### config.mk
export PLATFORM = sky130hd
export DESIGN_NAME = tstamp_latch_top
export DESIGN_NICKNAME = d
export VERILOG_FILES = /design/src/rtl/tstamp_pkg.sv /design/src/rtl/tstamp_sync.sv /design/src/rtl/tstamp_tick_gen.sv /design/src/rtl/tstamp_counter.sv /design/src/rtl/tstamp_capture.sv /design/src/rtl/tstamp_latch_top.sv
export SDC_FILE = /design/constraint.sdc
export NUM_CORES = 1
export LEC_CHECK = 0
export ABC_AREA = 1
export BUFFER_PORTS_ARGS = -buffer_cell sky130_fd_sc_hd__buf_4
export CAP_MARGIN = 20
export CELL_PAD_IN_SITES_DETAIL_PLACEMENT = 1
export CELL_PAD_IN_SITES_GLOBAL_PLACEMENT = 2
export CORE_AREA = 3 3 170 172
export DETAILED_ROUTE_END_ITERATION = 7
export DIE_AREA = 0 0 173 175
export PLACE_DENSITY_LB_ADDON = 0.12
export SETUP_SLACK_MARGIN = 0.4
export SYNTH_ARGS = -nofsm -noshare
export SYNTH_HDL_FRONTEND = slang
export SYNTH_SLANG_ARGS = --single-unit
### constraint.sdc
create_clock -name clk -period 1.9 [get_ports clk]
set_input_delay 0.285 -clock clk [delete_from_list [all_inputs] [get_ports clk]]
set_output_delay 0.285 -clock clk [all_outputs]
set_load 0.05 [all_outputs]
### src/rtl/tstamp_pkg.sv
package tstamp_pkg;

  typedef enum logic {
    TS_SRC_INT = 1'b0,
    TS_SRC_EXT = 1'b1
  } ts_src_e;

  // Pick the tick source, then apply the veto.
  function automatic logic ts_tick_pick(input ts_src_e src, input logic ext_rise,
                                        input logic int_tick, input logic veto);
    logic raw;
    raw = (src == TS_SRC_EXT) ? ext_rise : int_tick;
    return raw & ~veto;
  endfunction

  // Next overrun flag: an acknowledge clears it; a capture against a pending value sets it.
  function automatic logic ts_overrun_next(input logic ovr, input logic cap,
                                           input logic pending, input logic ack);
    return ack ? 1'b0 : (ovr | (cap & pending));
  endfunction

endpackage

### src/rtl/tstamp_sync.sv
module tstamp_sync #(
  parameter int STAGES = 2
) (
  input  logic clk,
  input  logic rst_n,
  input  logic din,
  output logic dout
);
  logic [STAGES-1:0] chain;

  always_ff @(posedge clk or negedge rst_n) begin
    if (!rst_n) chain <= '0;
    else        chain <= {chain[STAGES-2:0], din};
  end

  assign dout = chain[STAGES-1];

  initial assert (STAGES >= 2) else $error("tstamp_sync needs at least two stages");
endmodule

### src/rtl/tstamp_tick_gen.sv
module tstamp_tick_gen #(
  parameter int DIV = 5
) (
  input  logic clk,
  input  logic rst_n,
  output logic tick_o
);
  localparam int PW = (DIV > 1) ? $clog2(DIV) : 1;
  localparam logic [PW-1:0] LAST = PW'(DIV - 1);

  logic [PW-1:0] phase;

  always_ff @(posedge clk or negedge rst_n) begin
    if (!rst_n)             phase <= '0;
    else if (phase == LAST) phase <= '0;
    else                    phase <= phase + 1'b1;
  end

  assign tick_o = (phase == LAST);

  // a tick is never followed directly by another one
  assert_tick_spacing_R2: assert property (@(posedge clk) disable iff (!rst_n)
    tick_o |=> !tick_o);
endmodule

### src/rtl/tstamp_counter.sv
module tstamp_counter #(
  parameter int CNT_W = 64
) (
  input  logic             clk,
  input  logic             rst_n,
  input  logic             clr_i,
  input  logic             inc_i,
  output logic [CNT_W-1:0] count_o
);
  function automatic logic [CNT_W-1:0] count_next(input logic [CNT_W-1:0] cur,
                                                  input logic clr, input logic inc);
    if (clr)      return '0;
    else if (inc) return cur + 1'b1;
    else          return cur;
  endfunction

  always_ff @(posedge clk or negedge rst_n) begin
    if (!rst_n) count_o <= '0;
    else        count_o <= count_next(count_o, clr_i, inc_i);
  end

  // a clear zeroes the count even when a tick is present
  assert_clear_wins_R8: assert property (@(posedge clk) disable iff (!rst_n)
    clr_i |=> count_o == '0);
  // no tick means no movement
  assert_hold_without_tick_R4: assert property (@(posedge clk) disable iff (!rst_n)
    (!clr_i && !inc_i) |=> $stable(count_o));
endmodule

### src/rtl/tstamp_capture.sv
module tstamp_capture #(
  parameter int CNT_W = 64
) (
  input  logic             clk,
  input  logic             rst_n,
  input  logic [CNT_W-1:0] count_i,
  input  logic             cap_i,
  input  logic             ack_i,
  output logic [CNT_W-1:0] stamp_o,
  output logic             valid_o,
  output logic             overrun_o
);
  import tstamp_pkg::*;

  logic take;
  assign take = cap_i & (~valid_o | ack_i);

  always_ff @(posedge clk or negedge rst_n) begin
    if (!rst_n) begin
      stamp_o   <= '0;
      valid_o   <= 1'b0;
      overrun_o <= 1'b0;
    end else begin
      if (take) stamp_o <= count_i;
      if (cap_i)      valid_o <= 1'b1;
      else if (ack_i) valid_o <= 1'b0;
      overrun_o <= ts_overrun_next(overrun_o, cap_i, valid_o, ack_i);
    end
  end

  // a capture against a pending value keeps it and flags overrun
  assert_keep_on_overrun_R6: assert property (@(posedge clk) disable iff (!rst_n)
    (cap_i && valid_o && !ack_i) |=> ($stable(stamp_o) && overrun_o));
  // acknowledge without capture empties the holding register flags
  assert_ack_clears_R7: assert property (@(posedge clk) disable iff (!rst_n)
    (ack_i && !cap_i) |=> (!valid_o && !overrun_o));
  // a capture always leaves a valid value
  assert_capture_valid_R5: assert property (@(posedge clk) disable iff (!rst_n)
    cap_i |=> valid_o);
endmodule

### src/rtl/tstamp_latch_top.sv
module tstamp_latch_top #(
  parameter int CNT_W       = 64,
  parameter int TICK_DIV    = 5,
  parameter int SYNC_STAGES = 2
) (
  input  logic             clk,
  input  logic             rst_n,
  input  logic             ext_sel_i,
  input  logic             ext_clk_i,
  input  logic             inhibit_i,
  input  logic             latch_i,
  input  logic             hw_clear_i,
  input  logic             sw_clear_i,
  input  logic             rd_ack_i,
  output logic             tick_o,
  output logic [CNT_W-1:0] stamp_o,
  output logic             stamp_valid_o,
  output logic             overrun_o
);
  import tstamp_pkg::*;

  localparam int N_ASYNC = 3;
  localparam int IX_EXT  = 0;
  localparam int IX_LAT  = 1;
  localparam int IX_CLR  = 2;

  logic [N_ASYNC-1:0] async_in;
  logic [N_ASYNC-1:0] synced;
  assign async_in = {hw_clear_i, latch_i, ext_clk_i};

  for (genvar g = 0; g < N_ASYNC; g++) begin : g_sync
    tstamp_sync #(.STAGES(SYNC_STAGES)) u_sync (
      .clk(clk), .rst_n(rst_n), .din(async_in[g]), .dout(synced[g]));
  end

  // Edge registers for the two inputs used as events
  logic ext_prev, lat_prev;
  always_ff @(posedge clk or negedge rst_n) begin
    if (!rst_n) begin
      ext_prev <= 1'b0;
      lat_prev <= 1'b0;
    end else begin
      ext_prev <= synced[IX_EXT];
      lat_prev <= synced[IX_LAT];
    end
  end

  // Named internal events
  logic ext_rise, cap_evt, int_tick, tick_en, clr_evt;
  assign ext_rise = synced[IX_EXT] & ~ext_prev;
  assign cap_evt  = synced[IX_LAT] & ~lat_prev;
  assign clr_evt  = synced[IX_CLR] | sw_clear_i;

  tstamp_tick_gen #(.DIV(TICK_DIV)) u_tick (
    .clk(clk), .rst_n(rst_n), .tick_o(int_tick));

  assign tick_en = ts_tick_pick(ts_src_e'(ext_sel_i), ext_rise, int_tick, inhibit_i);

  logic [CNT_W-1:0] count;
  tstamp_counter #(.CNT_W(CNT_W)) u_cnt (
    .clk(clk), .rst_n(rst_n), .clr_i(clr_evt), .inc_i(tick_en), .count_o(count));

  tstamp_capture #(.CNT_W(CNT_W)) u_cap (
    .clk(clk), .rst_n(rst_n), .count_i(count), .cap_i(cap_evt), .ack_i(rd_ack_i),
    .stamp_o(stamp_o), .valid_o(stamp_valid_o), .overrun_o(overrun_o));

  always_ff @(posedge clk or negedge rst_n) begin
    if (!rst_n) tick_o <= 1'b0;
    else        tick_o <= tick_en;
  end

  // vetoed cycles never show a tick on the output
  assert_inhibit_blocks_R4: assert property (@(posedge clk) disable iff (!rst_n)
    inhibit_i |=> !tick_o);
  // in external mode no tick leaves without an external edge
  assert_ext_only_edges_R3: assert property (@(posedge clk) disable iff (!rst_n)
    (ext_sel_i && !ext_rise) |=> !tick_o);
  // the held value is the count before this cycle's change
  assert_capture_pre_value_R5: assert property (@(posedge clk) disable iff (!rst_n)
    (cap_evt && !stamp_valid_o) |=> stamp_o == $past(count));
endmodule

==> results of run 1 <==
==> cell families after synthesis <==
kind of cell,count (synthesis)
adders and majority gates,3
xor gates and xnor gates,1
buffers and inverters,111
DFF,142
muxes,25
and+or+nand+nor,466
AOI/OAI and AO/OA,105
==> flip-flops by register name, indices dropped and copies added (netlist names) <==
name                 count
u_cap.overrun_o          1
ext_prev                 1
g_sync.u_sync.chain      6
lat_prev                 1
u_cap.valid_o            1
u_cnt.count_o           64
tick_o                   1
u_cap.stamp_o           64
u_tick.phase             3
==> metal layers <==
layer / up-vias / share of wire [%] / wire length (um) / track usage, %
li1: 3029 / - / - / -
met1: 2978 / 50 / 11800 / 22.9
met2: 79 / 46 / 11000 / 25.3
met3: 14 / 2.8 / 661 / 2.52
met4: 0 / 1.0 / 239 / 3.85
met5: - / 0 / 0 / 0
==> metrics by stage <==
stage / power [uW] / worst slack (ns) / cells / TNS (ns)
final: 6890 / 0.160 / 1407 / 0
after global routing: 7180 / 0.0166 / 1407 / 0
after CTS: 6980 / 0.164 / 1392 / 0
after detailed placement: 3400 / -0.0415 / 1325 / -0.0415
after global placement: 3390 / 0.0113 / 1325 / 0
after floorplan: 3230 / 0.363 / 853 / 0
==> where the power goes <==
group          leakage [uW]  switching, uW  total, uW  internal [uW]
clock              0.000275           1440       3450           2010
combinational       0.00203            243        392            148
sequential          0.00195           7.07       3050           3040
==> synth_stat cells, types with 7 or more instances <==
cell type    n
buf_2        7
nand3_2     10
o21ai_0     63
nor2_2      11
nand4_1     10
dfrtp_1    142
a21oi_1     36
clkbuf_1     8
inv_1       90
mux2_2      25
nand2_1    220
nand3_1     35
nor2_1     165
==> timing repair <==
| action | in CTS | in global routing |
|---|---|---|
| gates resized for setup | 145 | 67 |
| hold buffers | 4 | 0 |
| pin swaps | 36 | 39 |
| setup endpoints to repair | 60 | 74 |
| gates cloned | 2 | 0 |
| endpoints found under the hold margin | 32 | 0 |
| buffers inserted | 29 | 15 |
==> how the worst max path moves through the flow <==
stage / start / endpoint / slack [ns]
global route: u_tick.phase[0] / u_cnt.count_o[33] / 0.02
floorplan: u_tick.phase[0] / u_cnt.count_o[53] / 0.36
finish: u_tick.phase[1] / u_cnt.count_o[34] / 0.16
detailed placement: u_cnt.count_o[0] / u_cnt.count_o[56] / -0.04
CTS: u_cnt.count_o[1] / u_cnt.count_o[44] / 0.16
global placement: u_cnt.count_o[1] / u_cnt.count_o[56] / 0.01
==> worst max-delay path, stage by stage (launching register included) <==
cell	delay (ns)
dfrtp_1	0.37
inv_1	0.06
ha_2	0.16
nand2_2	0.05
nand2_2	0.08
nand3_4	0.13
buf_6	0.15
buf_6	0.12
a21oi_2	0.12
buf_6	0.14
nand3_4	0.07
nand2_1	0.06
nand2_1	0.05
nor2_1	0.09
==> cell type report <==
cell class / count / area (um^2)
fill: 3257 / 17600
sequential: 142 / 3560
multi-input combinational: 601 / 3550
timing repair buffer: 164 / 1490
tap: 378 / 473
clock buffer: 20 / 457
inverter: 90 / 348
clock inverter: 12 / 138
==> metrics.md, run 1 <==
| Metric | Value |
|---|---|
| Outcome | completed |
| Post-synth top area cell | dfrtp_1 |
| Drt pass-1 iters | 4 |
| Tcrit/Tclk final | 91.6% |
| Count of input and output buffers | 75 |
| Reg-to-Reg End | u_cnt.count_o[34] |
| EDFF count, synth | 0 |
| Sequential share of the synthesized area | 52.0% |
| Max-Cap Viols | 0 |
| Syn. warnings | 0 |
| Pins over their slew limit | 0 |
| Unrepaired setup endpoints after global routing | true |
| Final-report setup violation count | 0 |
| Clk_skew | roughly 0.018 ns |
| Hold Crit Start | rd_ack_i |
| CTS sink count | 142 |
| # DRC | 0 |
| Most common cell after layout, fill and taps aside | nand2_1 |
| Main area contributors after synthesis | dfrtp_1 (52%), nand2_1 (12%), nor2_1 (9.1%) |
| Global-route wire length before repair | approximately 38,000 um |
| Area grow syn2layout | 46.5% |
| Final antenna-violating net count | 0 |
| Minimum clock period | 1.74 ns |
| GRT Residual Overflow | 0 |
| Post-Syn Nets | 865 |
| Vias/cell | 4.34 |
| Reg2reg path depth | 13 |
| Leakage | roughly 0.0043 uW |
| Top Ports | 76 |
| Initial Utilization | 24.7% |
| Core area | ~0.028 mm^2 |
| Main combinational cell family by area after synthesis | simple AND/OR/NAND/NOR gates |
| CTS H-Tree Depth | 4 |
| CTS buffer count | 17 |
| Hold path cells | 4 |
| Simple-Gate Fraction of Synth Area | 28.8% |
| CP max FO | 3 |
| Compound-Gate Fraction of Synth Area | 7.90% |
| Layout cell share with drive strength beyond 1 | 34.9% |
| FF+latch count, synth | 142 |
| Fmax achieved | 575 MHz |
| Unique masters post-synth | 27 |
| Slew HR | 73.1% |
| Chip width | 173 um |
| Vias in the first global route | 6,487 |
| VDD IR-drop max | between 0.0003 and 0.0004 V |
| Routed WL per cell | about 17 um |
| Final hold viol count | 0 |
| Clk Latency, worst-skew pair | 0.43 ns |
| CP endpoint kind | register |
| Drt total wl | 23,600 um |
| Worst Max-Slew Pin Slew | 0.403 ns |
| CP Launch Type | register |
| Avg Inst Size Synth | 8.01 um^2 |
| Hold WC Path Type | input pin to register |
| TritonCTS clock tree | done |
| Adder and majority cell fraction of the synthesized area | 0.550% |
| Vias | 6,100 |
| Post-DP Area | 0.00815 mm^2 |
| Initial antenna violation count | 0 |
| Critical Path AT | between 2 and 2.5 ns |
| Max Buffers Root-to-Sink | 2 |
| Clock root buffer master | clkbuf_16 |
| DIE AREA | 0.0303 mm^2 |
| Synth Cell Area | 0.00683 mm^2 |
| Largest net degree at the start of global routing | 62 |
| GPL Wtd Cong | 0.798 |
| Cell count after synthesis | 853 |
| DRT iter0 DRCs | 252 |
| Post-synth top area share | 52.0% |
| Layout Utilization | between 30% and 40% |
| Ys flop type | dfrtp_1 |
| Worst path required time | about 2.3 ns |
| DP Wirelength | 17,500 um |
| PD cells | between 600 and 700 mW/mm^2 |
| WS Path Type | register to register |
| Mux contribution to synthesized area | 4.12% |
| Hold Path Sink | u_cap.overrun_o |
| Global Route Usage Sum | between 10% and 20% |
| Die Height | 175 um |
| # diodes | 0 |
| Post-Synth XOR/XNOR Area | less than 1% |
| R2r setup slk | 0.16 ns |
| Clock transition at path regs | about 0.07 ns |
| Commonest non-fill, non-tap cells in the layout | nand2_1 (202), dfrtp_1 (137), buf_4 (122), nor2_1 (118), inv_1 (86) |
| Total Nets Final | 1,028 |
| Async S/R FF share, synth | 100% |
| FP Rows | between 60 and 70 |
| Reg-to-Reg Start | u_tick.phase[1] |
| Hold WS | 0.128 ns |
| Design Area, Final | between 0.01 and 0.015 mm^2 |
(Power assumes the default switching activity.)
==> run 2, diff against run 1 <==
CORE_AREA = 2 2 169 171   (was 3 3 170 172)
DIE_AREA = 0 0 171 173   (was 0 0 173 175)
==> run 2 against run 1 <==
  * Count of clock-buffer cells in the layout shrank 2
  * Cell area shrank 1.9%
  * Flip-flop and latch count is the same
  * Final cell count shrank 0.28%
  * Power grew 3.9%
  * Critical path type unchanged
  * Critical endpoint is now u_cnt.count_o[17]
==> metrics.md, run 2 (synthesis results as in run 1) <==
| Metric | Value |
|---|---|
| Initial antenna violation count | 0 (unchanged) |
| Top Ports | 76 (unchanged) |
| Clock root buffer master | clkbuf_16 |
| Commonest non-fill, non-tap cells in the layout | nand2_1 (206), dfrtp_1 (139), buf_4 (133), nor2_1 (129), inv_1 (86) |
| CTS H-Tree Depth | 4 (unchanged) |
| Total Nets Final | 1,024 (-0.39%) |
| Layout cell share with drive strength beyond 1 | 32.2% (-2.7 points) |
| Worst Max-Slew Pin Slew | 0.560 ns (+0.157 ns) |
| CP endpoint kind | register |
| GRT Residual Overflow | 0 (unchanged) |
| Unrepaired setup endpoints after global routing | true |
| Drt total wl | 23,200 um (-1.6%) |
| Largest net degree at the start of global routing | 53 (-15%) |
| GR Util met3 | 3.18% (+0.66 points) |
| Global-route wire length before repair | 37,400 um (-0.61%) |
| Fill count | 3,258 (+0.031%) |
| CP Launch Type | register |
| CP max FO | 5 (+2) |
| Vias/cell | 4.37 (+0.81%) |
| Drt pass-1 iters | 4 (unchanged) |
| Most common cell after layout, fill and taps aside | nand2_1 |
| Design Area, Final | 0.00982 mm^2 (-1.9%) |
| TritonCTS clock tree | done |
| Clk Latency, worst-skew pair | 0.43 ns (about the same) |
| Max Buffers Root-to-Sink | 2 (unchanged) |
| Clk_skew | 0.0105 ns (-0.00707 ns) |
| Area grow syn2layout | 43.7% |
| Die Height | 173 um (-1.1%) |
| Slew HR | 62.7% (-10 points) |
| # DRC | 0 (unchanged) |
| Met1 usage | 24.2% (+1.4 points) |
| GPL Wtd Cong | 0.788 (-1.2%) |
| Routed WL per cell | 16.6 um (-1.3%) |
| Core area | 0.0276 mm^2 (unchanged) |
| Final antenna-violating net count | 0 (unchanged) |
| Final TNS setup | 0 ns (unchanged) |
| Leakage | 0.00425 uW (-0.13%) |
| Final hold viol count | 0 (unchanged) |
| WS Path Type | register to register |
| Fmax achieved | 570 MHz (-0.79%) |
| FP Rows | 61 (unchanged) |
| Vias | 6,132 (+0.52%) |
| CTS buffer count | 17 (unchanged) |
| Total power | 7160 uW (+3.9%) |
| Chip width | 171 um (-1.2%) |
| PD cells | 729 mW/mm^2 (+6.0%) |
| DP Wirelength | 17,300 um (-1.2%) |
| Pins over their slew limit | 0 (unchanged) |
| Global Route Usage Sum | 16.6% (+0.62 points) |
| Worst path required time | 2.21 ns (-0.04 ns) |
| VDD IR-drop max | 0.000499 V (+26%) |
| Outcome | completed |
| Vias in the first global route | 6,420 (-1.0%) |
| GR Util met2 | 24.7% (-0.59 points) |
| Tcrit/Tclk final | 92.3% (+0.73 points) |
| Post-DP Area | 0.00822 mm^2 (+0.89%) |
| DRT iter0 DRCs | 281 (+12%) |
| Hold WC Path Type | input pin to register |
| Largest regs | u_cap.stamp_o (64), u_cnt.count_o (64), g_sync.u_sync.chain (6) |
| GRT busiest layer | met2 |
| Clock transition at path regs | 0.07 ns (about the same) |
| Max-Cap Viols | 0 (unchanged) |
| CTS sink count | 142 (unchanged) |
| Count of input and output buffers | 75 (unchanged) |
| Initial Utilization | 24.7% (unchanged) |
| # diodes | 0 (unchanged) |
| Hold WS | 0.121 ns (-0.00744 ns) |
| Critical Path AT | 2.07 ns (-0.02 ns) |
| Final-report setup violation count | 0 (unchanged) |
| DIE AREA | 0.0296 mm^2 (-2.3%) |
| Minimum clock period | 1.75 ns (+0.0139 ns) |
## run 2: worst max-delay path: stages, from the launching register on
cell     delay [ns]
dfrtp_1        0.42
nand3_2        0.13
nor2_4         0.16
nand2_4        0.11
nor2_4         0.26
buf_4          0.17
nand3_4        0.09
buf_6          0.15
o21ai_2        0.09
a21oi_1        0.05
## run 2: report_power, final
part           switching, uW  internal, uW  total, uW
clock                   1510          2260       3770
sequential              7.37          3040       3040
combinational            225           119        344
## run 2: final timing paths
kind / slack (ns) / to / cells past startpoint / startpoint
worst max-delay path: 0.15 / u_cnt.count_o[17] / 9 / u_cnt.count_o[1]
worst min-delay path: 0.12 / u_cap.overrun_o / 4 / rd_ack_i
worst max register to register: 0.15 / u_cnt.count_o[17] / 9 / u_cnt.count_o[1]
worst min register to register: 0.35 / g_sync[1].u_sync.chain[1] / 0 / g_sync[1].u_sync.chain[0]
max in group asynchronous: 0.87 / u_cap.stamp_o[23] / 3 / rst_n
min in group asynchronous: 0.39 / u_cap.overrun_o / 2 / rst_n
## run 2: layout make-up
type	count	area, um^2	area share, %
inverters	90	338	3.44
flip-flops and latches	142	3560	36.2
clock buffers	18	439	4.47
multi-input cells	600	3390	34.6
repair buffers	161	1410	14.3
clock inverters	14	206	2.10
well taps	378	473	4.82
## run 2: per-layer routing
layer	wire, um	vias up
li1	-	3026
met1	11900	3008
met2	10400	76
met3	589	22
met4	331	0
met5	0	-
## run 2: what timing repair did
| action | CTS | global route |
|---|---|---|
| hold buffers | 4 | 0 |
| endpoints found under the hold margin | 43 | 0 |
| resized for setup | 83 | 70 |
| setup endpoints to repair | 60 | 62 |
| pin swaps | 18 | 30 |
| buffers inserted | 18 | 15 |
| cloned | 1 | 0 |
## run 2: per-stage QoR
stage | worst slack [ns] | instances | util, %
global placement | 0.0575 | 1333 | 29.8
detailed placement | 0.0287 | 1333 | 29.8
finish | 0.146 | 1403 | 35.5
CTS | 0.136 | 1388 | 34.1
global route | 0.0172 | 1403 | 35.5
floorplan | 0.363 | 853 | -
